$ cat src/rtl/bp_pkg.sv
package bp_pkg;
  localparam int IFACES   = 4;
  localparam int SLOTS    = 4;
  localparam int POOLS    = IFACES * SLOTS;
  localparam int IF_W     = $clog2(IFACES);
  localparam int SLOT_W   = $clog2(SLOTS);
  localparam int POOL_W   = IF_W + SLOT_W;
  localparam int CNT_W    = 14;
  localparam int TOT_W    = CNT_W + POOL_W;
  localparam int ADDR_W   = 6;
  localparam int DATA_W   = TOT_W;
  localparam int MODE_W   = 2 * IFACES;

  localparam int DEF_LIMIT     = 494;
  localparam int DEF_HYST_LO   = 6;
  localparam int DEF_HYST_HI   = 40;
  localparam int DEF_LO_POOLS  = 4;
  localparam int DEF_QUOTA     = 8168;
  localparam int DEF_GHYST     = 120;

  localparam logic [ADDR_W-1:0] ADDR_QUOTA = 6'h20;
  localparam logic [ADDR_W-1:0] ADDR_GHYST = 6'h21;
  localparam logic [ADDR_W-1:0] ADDR_MODE  = 6'h22;

  typedef struct packed {
    logic [POOLS-1:0]  inc;
    logic [POOLS-1:0]  dec;
    logic              incTotal;
    logic              decTotal;
    logic              errSet;
    logic              wrLimit;
    logic              wrHyst;
    logic              wrQuota;
    logic              wrGHyst;
    logic              wrMode;
    logic [POOL_W-1:0] wrIdx;
    logic [DATA_W-1:0] wrData;
  } strobe_t;
endpackage

$ cat src/rtl/bp_pool_map.sv
module bp_pool_map
  import bp_pkg::*;
(
  input  logic [POOL_W-1:0] reqPool,
  input  logic              circuit,
  input  logic [MODE_W-1:0] modeCfg,
  output logic [POOL_W-1:0] tgtPool
);
  logic [IF_W-1:0]   iface;
  logic [SLOT_W-1:0] slot;
  logic [SLOT_W-1:0] effSlot;
  logic [1:0]        split;

  assign iface = reqPool[POOL_W-1:SLOT_W];
  assign slot  = reqPool[SLOT_W-1:0];
  assign split = modeCfg[{iface, 1'b0} +: 2];

  // R8 slot folding by split mode, R9 circuit traffic pinned to slot 0
  always_comb begin
    if (circuit) begin
      effSlot = '0;
    end else begin
      unique case (split)
        2'b00:   effSlot = '0;
        2'b01:   effSlot = {{(SLOT_W-1){1'b0}}, slot[0]};
        default: effSlot = slot;
      endcase
    end
  end

  assign tgtPool = {iface, effSlot};
endmodule

$ cat src/rtl/bp_ctrl.sv
module bp_ctrl
  import bp_pkg::*;
(
  input  logic              allocValid,
  input  logic [POOL_W-1:0] allocPool,
  input  logic              allocCircuit,
  input  logic              freeValid,
  input  logic [POOL_W-1:0] freePool,
  input  logic              freeCircuit,
  input  logic              regWrEn,
  input  logic [ADDR_W-1:0] regAddr,
  input  logic [DATA_W-1:0] regWrData,
  input  logic [MODE_W-1:0] modeCfg,
  input  logic [POOLS-1:0]  poolZero,
  input  logic [POOLS-1:0]  poolFull,
  output strobe_t           st
);
  logic [POOL_W-1:0] allocTgt;
  logic [POOL_W-1:0] freeTgt;
  logic              samePool;
  logic              allocOk;
  logic              freeOk;
  logic              freeBad;

  bp_pool_map u_mapAlloc (
    .reqPool (allocPool),
    .circuit (allocCircuit),
    .modeCfg (modeCfg),
    .tgtPool (allocTgt)
  );

  bp_pool_map u_mapFree (
    .reqPool (freePool),
    .circuit (freeCircuit),
    .modeCfg (modeCfg),
    .tgtPool (freeTgt)
  );

  // R10 same-pool events cancel; R11 free to an empty pool is dropped
  assign samePool = allocValid && freeValid && (allocTgt == freeTgt);
  assign allocOk  = allocValid && !samePool && !poolFull[allocTgt];
  assign freeOk   = freeValid && !samePool && !poolZero[freeTgt];
  assign freeBad  = freeValid && !samePool && poolZero[freeTgt];

  always_comb begin
    st          = '0;
    st.incTotal = allocOk;
    st.decTotal = freeOk;
    st.errSet   = freeBad;
    if (allocOk) st.inc[allocTgt] = 1'b1;
    if (freeOk)  st.dec[freeTgt]  = 1'b1;
    st.wrIdx    = regAddr[POOL_W-1:0];
    st.wrData   = regWrData;
    if (regWrEn) begin
      st.wrLimit = (regAddr[ADDR_W-1:POOL_W] == 2'b00);
      st.wrHyst  = (regAddr[ADDR_W-1:POOL_W] == 2'b01);
      st.wrQuota = (regAddr == ADDR_QUOTA);
      st.wrGHyst = (regAddr == ADDR_GHYST);
      st.wrMode  = (regAddr == ADDR_MODE);
    end
  end
endmodule

$ cat src/rtl/bp_datapath.sv
module bp_datapath
  import bp_pkg::*;
(
  input  logic                         clk,
  input  logic                         rstN,
  input  strobe_t                      st,
  output logic [POOLS-1:0]             poolBp,
  output logic                         globalBp,
  output logic                         errFlag,
  output logic [POOLS-1:0]             poolZero,
  output logic [POOLS-1:0]             poolFull,
  output logic [MODE_W-1:0]            modeCfg,
  output logic [POOLS-1:0][CNT_W-1:0]  poolCnt,
  output logic [POOLS-1:0][CNT_W-1:0]  limitCfg,
  output logic [POOLS-1:0][CNT_W-1:0]  hystCfg,
  output logic [TOT_W-1:0]             totalCnt,
  output logic [TOT_W-1:0]             quotaCfg,
  output logic [TOT_W-1:0]             gHystCfg
);
  for (genvar p = 0; p < POOLS; p++) begin : g_pool
    localparam logic [CNT_W-1:0] HYST_RST =
      (p < DEF_LO_POOLS) ? CNT_W'(DEF_HYST_LO) : CNT_W'(DEF_HYST_HI);
    logic overLimit;
    logic atRelease;

    always_ff @(posedge clk) begin
      if (!rstN) begin
        limitCfg[p] <= CNT_W'(DEF_LIMIT);
        hystCfg[p]  <= HYST_RST;
      end else begin
        if (st.wrLimit && st.wrIdx == POOL_W'(p)) limitCfg[p] <= st.wrData[CNT_W-1:0];
        if (st.wrHyst  && st.wrIdx == POOL_W'(p)) hystCfg[p]  <= st.wrData[CNT_W-1:0];
      end
    end

    always_ff @(posedge clk) begin
      if (!rstN)          poolCnt[p] <= '0;
      else if (st.inc[p]) poolCnt[p] <= poolCnt[p] + 1'b1;
      else if (st.dec[p]) poolCnt[p] <= poolCnt[p] - 1'b1;
    end

    assign overLimit   = poolCnt[p] > limitCfg[p];
    assign atRelease   = ({1'b0, poolCnt[p]} + {1'b0, hystCfg[p]}) <= {1'b0, limitCfg[p]};
    assign poolZero[p] = (poolCnt[p] == '0);
    assign poolFull[p] = (poolCnt[p] == '1);

    always_ff @(posedge clk) begin
      if (!rstN)                       poolBp[p] <= 1'b0;
      else if (!poolBp[p] && overLimit) poolBp[p] <= 1'b1;
      else if (poolBp[p] && atRelease)  poolBp[p] <= 1'b0;
    end
  end

  always_ff @(posedge clk) begin
    if (!rstN) begin
      quotaCfg <= TOT_W'(DEF_QUOTA);
      gHystCfg <= TOT_W'(DEF_GHYST);
      modeCfg  <= '0;
    end else begin
      if (st.wrQuota) quotaCfg <= st.wrData[TOT_W-1:0];
      if (st.wrGHyst) gHystCfg <= st.wrData[TOT_W-1:0];
      if (st.wrMode)  modeCfg  <= st.wrData[MODE_W-1:0];
    end
  end

  always_ff @(posedge clk) begin
    if (!rstN) begin
      totalCnt <= '0;
    end else begin
      unique case ({st.incTotal, st.decTotal})
        2'b10:   totalCnt <= totalCnt + 1'b1;
        2'b01:   totalCnt <= totalCnt - 1'b1;
        default: totalCnt <= totalCnt;
      endcase
    end
  end

  logic totOver;
  logic totRelease;
  assign totOver    = totalCnt > quotaCfg;
  assign totRelease = ({1'b0, totalCnt} + {1'b0, gHystCfg}) <= {1'b0, quotaCfg};

  always_ff @(posedge clk) begin
    if (!rstN)                      globalBp <= 1'b0;
    else if (!globalBp && totOver)  globalBp <= 1'b1;
    else if (globalBp && totRelease) globalBp <= 1'b0;
  end

  always_ff @(posedge clk) begin
    if (!rstN)          errFlag <= 1'b0;
    else if (st.errSet) errFlag <= 1'b1;
  end
endmodule

$ cat src/rtl/buf_pool_bp.sv
module buf_pool_bp
  import bp_pkg::*;
(
  input  logic              clk,
  input  logic              rstN,
  input  logic              allocValid,
  input  logic [POOL_W-1:0] allocPool,
  input  logic              allocCircuit,
  input  logic              freeValid,
  input  logic [POOL_W-1:0] freePool,
  input  logic              freeCircuit,
  input  logic              regWrEn,
  input  logic [ADDR_W-1:0] regAddr,
  input  logic [DATA_W-1:0] regWrData,
  output logic [POOLS-1:0]  poolBp,
  output logic              globalBp,
  output logic              errFlag
);
  strobe_t                     st;
  logic [POOLS-1:0]            poolZero;
  logic [POOLS-1:0]            poolFull;
  logic [MODE_W-1:0]           modeCfg;
  logic [POOLS-1:0][CNT_W-1:0] poolCnt;
  logic [POOLS-1:0][CNT_W-1:0] limitCfg;
  logic [POOLS-1:0][CNT_W-1:0] hystCfg;
  logic [TOT_W-1:0]            totalCnt;
  logic [TOT_W-1:0]            quotaCfg;
  logic [TOT_W-1:0]            gHystCfg;

  bp_ctrl u_ctrl (
    .allocValid   (allocValid),
    .allocPool    (allocPool),
    .allocCircuit (allocCircuit),
    .freeValid    (freeValid),
    .freePool     (freePool),
    .freeCircuit  (freeCircuit),
    .regWrEn      (regWrEn),
    .regAddr      (regAddr),
    .regWrData    (regWrData),
    .modeCfg      (modeCfg),
    .poolZero     (poolZero),
    .poolFull     (poolFull),
    .st           (st)
  );

  bp_datapath u_dp (
    .clk      (clk),
    .rstN     (rstN),
    .st       (st),
    .poolBp   (poolBp),
    .globalBp (globalBp),
    .errFlag  (errFlag),
    .poolZero (poolZero),
    .poolFull (poolFull),
    .modeCfg  (modeCfg),
    .poolCnt  (poolCnt),
    .limitCfg (limitCfg),
    .hystCfg  (hystCfg),
    .totalCnt (totalCnt),
    .quotaCfg (quotaCfg),
    .gHystCfg (gHystCfg)
  );
endmodule

$ cat config.mk
export PLATFORM = sky130hd
export DESIGN_NAME = buf_pool_bp
export DESIGN_NICKNAME = d
export VERILOG_FILES = /design/src/rtl/bp_pkg.sv /design/src/rtl/bp_pool_map.sv /design/src/rtl/bp_ctrl.sv /design/src/rtl/bp_datapath.sv /design/src/rtl/buf_pool_bp.sv
export SDC_FILE = /design/constraint.sdc
export NUM_CORES = 2
export LEC_CHECK = 0
export ABC_AREA = 1
export CORE_AREA = 8 8 335 337
export DETAILED_ROUTE_END_ITERATION = 10
export DIE_AREA = 0 0 343 345
export DONT_BUFFER_PORTS = 1
export PLACE_DENSITY = 0.67
export SETUP_SLACK_MARGIN = 0.05
export SLEW_MARGIN = 20
export SYNTH_ARGS = -nofsm -noshare
export SYNTH_HDL_FRONTEND = slang
export SYNTH_SLANG_ARGS = --single-unit
$ cat constraint.sdc
create_clock -name clk -period 5.2 [get_ports clk]
set_input_delay 0.78 -clock clk [delete_from_list [all_inputs] [get_ports clk]]
set_output_delay 0.78 -clock clk [all_outputs]
set_load 0.005 [all_outputs]
==> impl_metrics.json <==
{
  "failed_checks": "slew limit",
  "critPathMaxStageDelay_ns": 2.11,
  "swShare": 0.280,
  "track_usage": 0.272,
  "synth_top_area_frac": 0.263,
  "max_freq_ghz": 0.203,
  "finalCoreUtilization": 0.577,
  "grt-ovfl-total": 0,
  "initial_core_util": 0.536,
  "clk_pin_slew_ns": 0.06,
  "yosysTopAreaCell": "dfxtp_1",
  "yosys_warnings": 0,
  "ir_drop_v": 0.000291,
  "clk_latency_ns": 0.69,
  "finalSetupViolCount": 0,
  "place_congestion": 0.921,
  "met1_length_um": 77100,
  "yosysSeqAreaShare": 0.263,
  "post_cts_buffers": 0,
  "tns_ns": 0,
  "multiInputGateArea_mm2": 0.0381,
  "hold-path-cell-count": 2,
  "p_switching_mw": 4.21,
  "p_seq_frac": 0.406,
  "dr_wl_met2_um": 71700,
  "hold_violations": 0,
  "port_buffers": 0,
  "syn_inst": 7614,
  "fin_crit_ns": 4.93,
  "drt_iter0_markers": 3754,
  "wl_met3_um": 12100,
  "max_cap_viol_count": 0,
  "clockRootBuffer": "clkbuf_16",
  "rsz0062_at_grt": "false",
  "top_layer": "met5",
  "regArea_mm2": 0.0151,
  "area_growth_pct": 7.54,
  "p_leak_nw": 30.4,
  "max_slew_margin": -1.63,
  "synth_ff_type": "dfxtp_1",
  "ys_seq_elements": 752,
  "maxSlewViolCount": 584,
  "clkPwrFrac": 0.453,
  "worstSetupPathType": "in2reg",
  "final_net_count": 8533,
  "crit_path_start_kind": "input port",
  "post_route_cells_drive_above_1_share": 0.0428,
  "synth_area_leaders": "dfxtp_1, ha_1, a21oi_1",
  "synth_area_mm2": 0.0572,
  "wl_per_cell_um": 18.5,
  "drc": 0,
  "clock_skew_ns": 0.0401,
  "cts_tree": "yes",
  "clock-sinks": 752,
  "status": "finished with violations",
  "drtPass1Iterations": 6,
  "fp.dieArea_mm2": 0.118,
  "viasPerCell": 5.74,
  "htreeDepth": 3,
  "die_w_um": 343,
  "cp.required_ns": 5.76,
  "grt_pass1_vias": 48000,
  "cp-end-kind": "flop",
  "fillers": 9975,
  "dr_total_vias": 51700,
  "synth_async_sr_flop_share": 0,
  "grt_pass1_wl_um": 263000,
  "ios": 57,
  "clockBufferDepth": 3,
  "synth_edf_count": 0,
  "numCtsBuffers": 91,
  "die_h_um": 345,
  "dpl_cell_area_mm2": 0.0583,
  "hp-class": "in2reg",
  "powerDensity_mw_per_mm2": 244,
  "crit_path_cell_trace": "inv_4, buf_4, a21oi_1, nand2_1, inv_1",
  "rows": 120,
  "synth.distinct_cells": 60,
  "dp_hpwl_um": 116000,
  "drt.antenna.violating_nets": 0,
  "critPathSlowestCell": "inv_4",
  "combPwrFrac": 0.141,
  "r2r_cells": 27,
  "arrival_ns": 5.49,
  "p_int_mw": 10.8,
  "tightest_slew_ns": 3.94,
  "period_share": 0.948,
  "antenna_found_initial": 10,
  "wl_um": 167000,
  "finalInstanceArea_mm2": 0.0615,
  "postSynthAreaPerCell_um2": 7.51,
  "synthesis.nets": 8622,
  "critPathMaxFanout": 692,
  "grt_max_degree": 693,
  "core_area_mm2": 0.107
}
==> timing repair <==
action                                  4_1_cts  5_1_grt
resized for setup                             0        3
endpoints found under the setup margin        0        5
hold buffers                                  0        0
==> through the flow <==
step / cells / setup slack, ns / power [mW] / hold slack, ns
global placement: 8835 / 0.00111 / 8.26 / 0.455
CTS: 8996 / 0.341 / 15.1 / 0.183
detailed placement: 8835 / -0.0695 / 8.30 / 0.459
finish: 9002 / 0.272 / 15.0 / 0.236
floorplan: 7614 / 0.523 / 7.85 / 0.433
global route: 8996 / 0.111 / 15.7 / 0.217
==> Yosys cell counts (8+ instances only) <==
master / instances
nand3_4: 13
nand3_1: 260
nand3_2: 15
o2111ai_1: 9
nor2_1: 681
xnor2_1: 139
and3_1: 15
o211ai_1: 163
nor4_1: 12
dfxtp_1: 752
xor2_1: 258
a21o_1: 40
o21ai_0: 689
clkbuf_1: 200
o21bai_1: 62
buf_2: 19
nand2_2: 10
nor3_1: 68
o21a_1: 10
a31oi_1: 30
nand2_1: 887
a211oi_2: 12
a21oi_1: 1129
o21ai_1: 96
o31ai_1: 11
nor2_2: 8
nand4_1: 135
inv_1: 755
o221ai_1: 11
buf_6: 18
a21boi_0: 8
fa_1: 34
a211oi_1: 34
nand2_4: 13
ha_1: 935
==> flip-flops by register name, summed over array words and instances (netlist names) <==
name,flops
u_dp.poolBp,16
u_dp.limitCfg,224
u_dp.errFlag,1
u_dp.quotaCfg,18
u_dp.globalBp,1
u_dp.totalCnt,18
u_dp.modeCfg,8
u_dp.poolCnt,224
u_dp.hystCfg,224
u_dp.gHystCfg,18
==> layout make-up <==
class | count | share of cell area
Inverter | 767 | 0.0469
Antenna cell | 6 | 0.000244
Tap cell | 1403 | 0.0285
Multi-Input combinational cell | 5846 | 0.620
Clock inverter | 38 | 0.00877
Clock buffer | 123 | 0.0424
Timing Repair Buffer | 67 | 0.00844
Sequential cell | 752 | 0.245
==> metal layers <==
| metal | vias up | GRT usage |
|---|---|---|
| li1 | 26300 | - |
| met3 | 280 | 0.0502 |
| met2 | 1243 | 0.428 |
| met5 | - | 0 |
| met1 | 23800 | 0.371 |
| met4 | 2 | 0.0929 |
==> cells in the final DEF (no fill, tap or decap), types with 13 or more instances in the layout <==
| master | n |
|---|---|
| a21oi_1 | 1129 |
| ha_1 | 934 |
| nand2_1 | 887 |
| dfxtp_1 | 752 |
| inv_1 | 751 |
| o21ai_0 | 689 |
| nor2_1 | 676 |
| nand3_1 | 260 |
| xor2_1 | 258 |
| o211ai_1 | 163 |
| xnor2_1 | 139 |
| nand4_1 | 135 |
| o21ai_1 | 96 |
| clkbuf_16 | 93 |
| nor3_1 | 68 |
| buf_4 | 65 |
| o21bai_1 | 62 |
| a21o_1 | 40 |
| a211oi_1 | 34 |
| fa_1 | 34 |
| a31oi_1 | 30 |
| clkbuf_8 | 17 |
| clkinv_2 | 16 |
| nand3_2 | 15 |
| and3_1 | 15 |
| inv_2 | 14 |
| nor2_2 | 13 |
| nand2_4 | 13 |
| nand3_4 | 13 |
| clkbuf_1 | 13 |
==> worst max-delay path: cells and delay by family <==
family	cells	cell delay, ns
buffers and inverters	3	2.74
AND/OR/NAND/NOR	1	0.09
AO/OA/AOI/OAI	1	0.07
==> power groups by stage <==
stage | sequential, mW | clock, mW | combinational, mW
after floorplan | 6.13 | 0 | 1.71
after global placement | 6.22 | 0 | 2.04
final | 6.10 | 6.80 | 2.12
after detailed placement | 6.22 | 0 | 2.08
after CTS | 6.10 | 6.92 | 2.09
after global routing | 6.12 | 7.15 | 2.39
==> kinds of logic (layout without fill, tap and decap cells) <==
family,count (synthesis),count (layout),synth area share
xor+xnor,397,397,0.0608
flops,752,752,0.263
simple gates,2144,2144,0.165
compound gates,2336,2336,0.224
other cells,0,6,0
fa+ha+maj,969,969,0.216
buf+inv,1016,995,0.0705
==> final timing paths <==
path | start | endpoint | slack, ns
worst max-delay path | rstN | u_dp.poolBp[8]$_SDFFE_PN0P_ | 0.27
worst min-delay path | regWrData[2] | u_dp.limitCfg[212]$_SDFFE_PN1P_ | 0.24
worst max register to register | u_dp.modeCfg[1]$_SDFFE_PN0P_ | u_dp.poolCnt[13]$_SDFFE_PN0P_ | 0.50
worst min register to register | u_dp.hystCfg[16]$_SDFFE_PN1P_ | u_dp.hystCfg[16]$_SDFFE_PN1P_ | 0.47
Power figures use the tool's default switching activity.
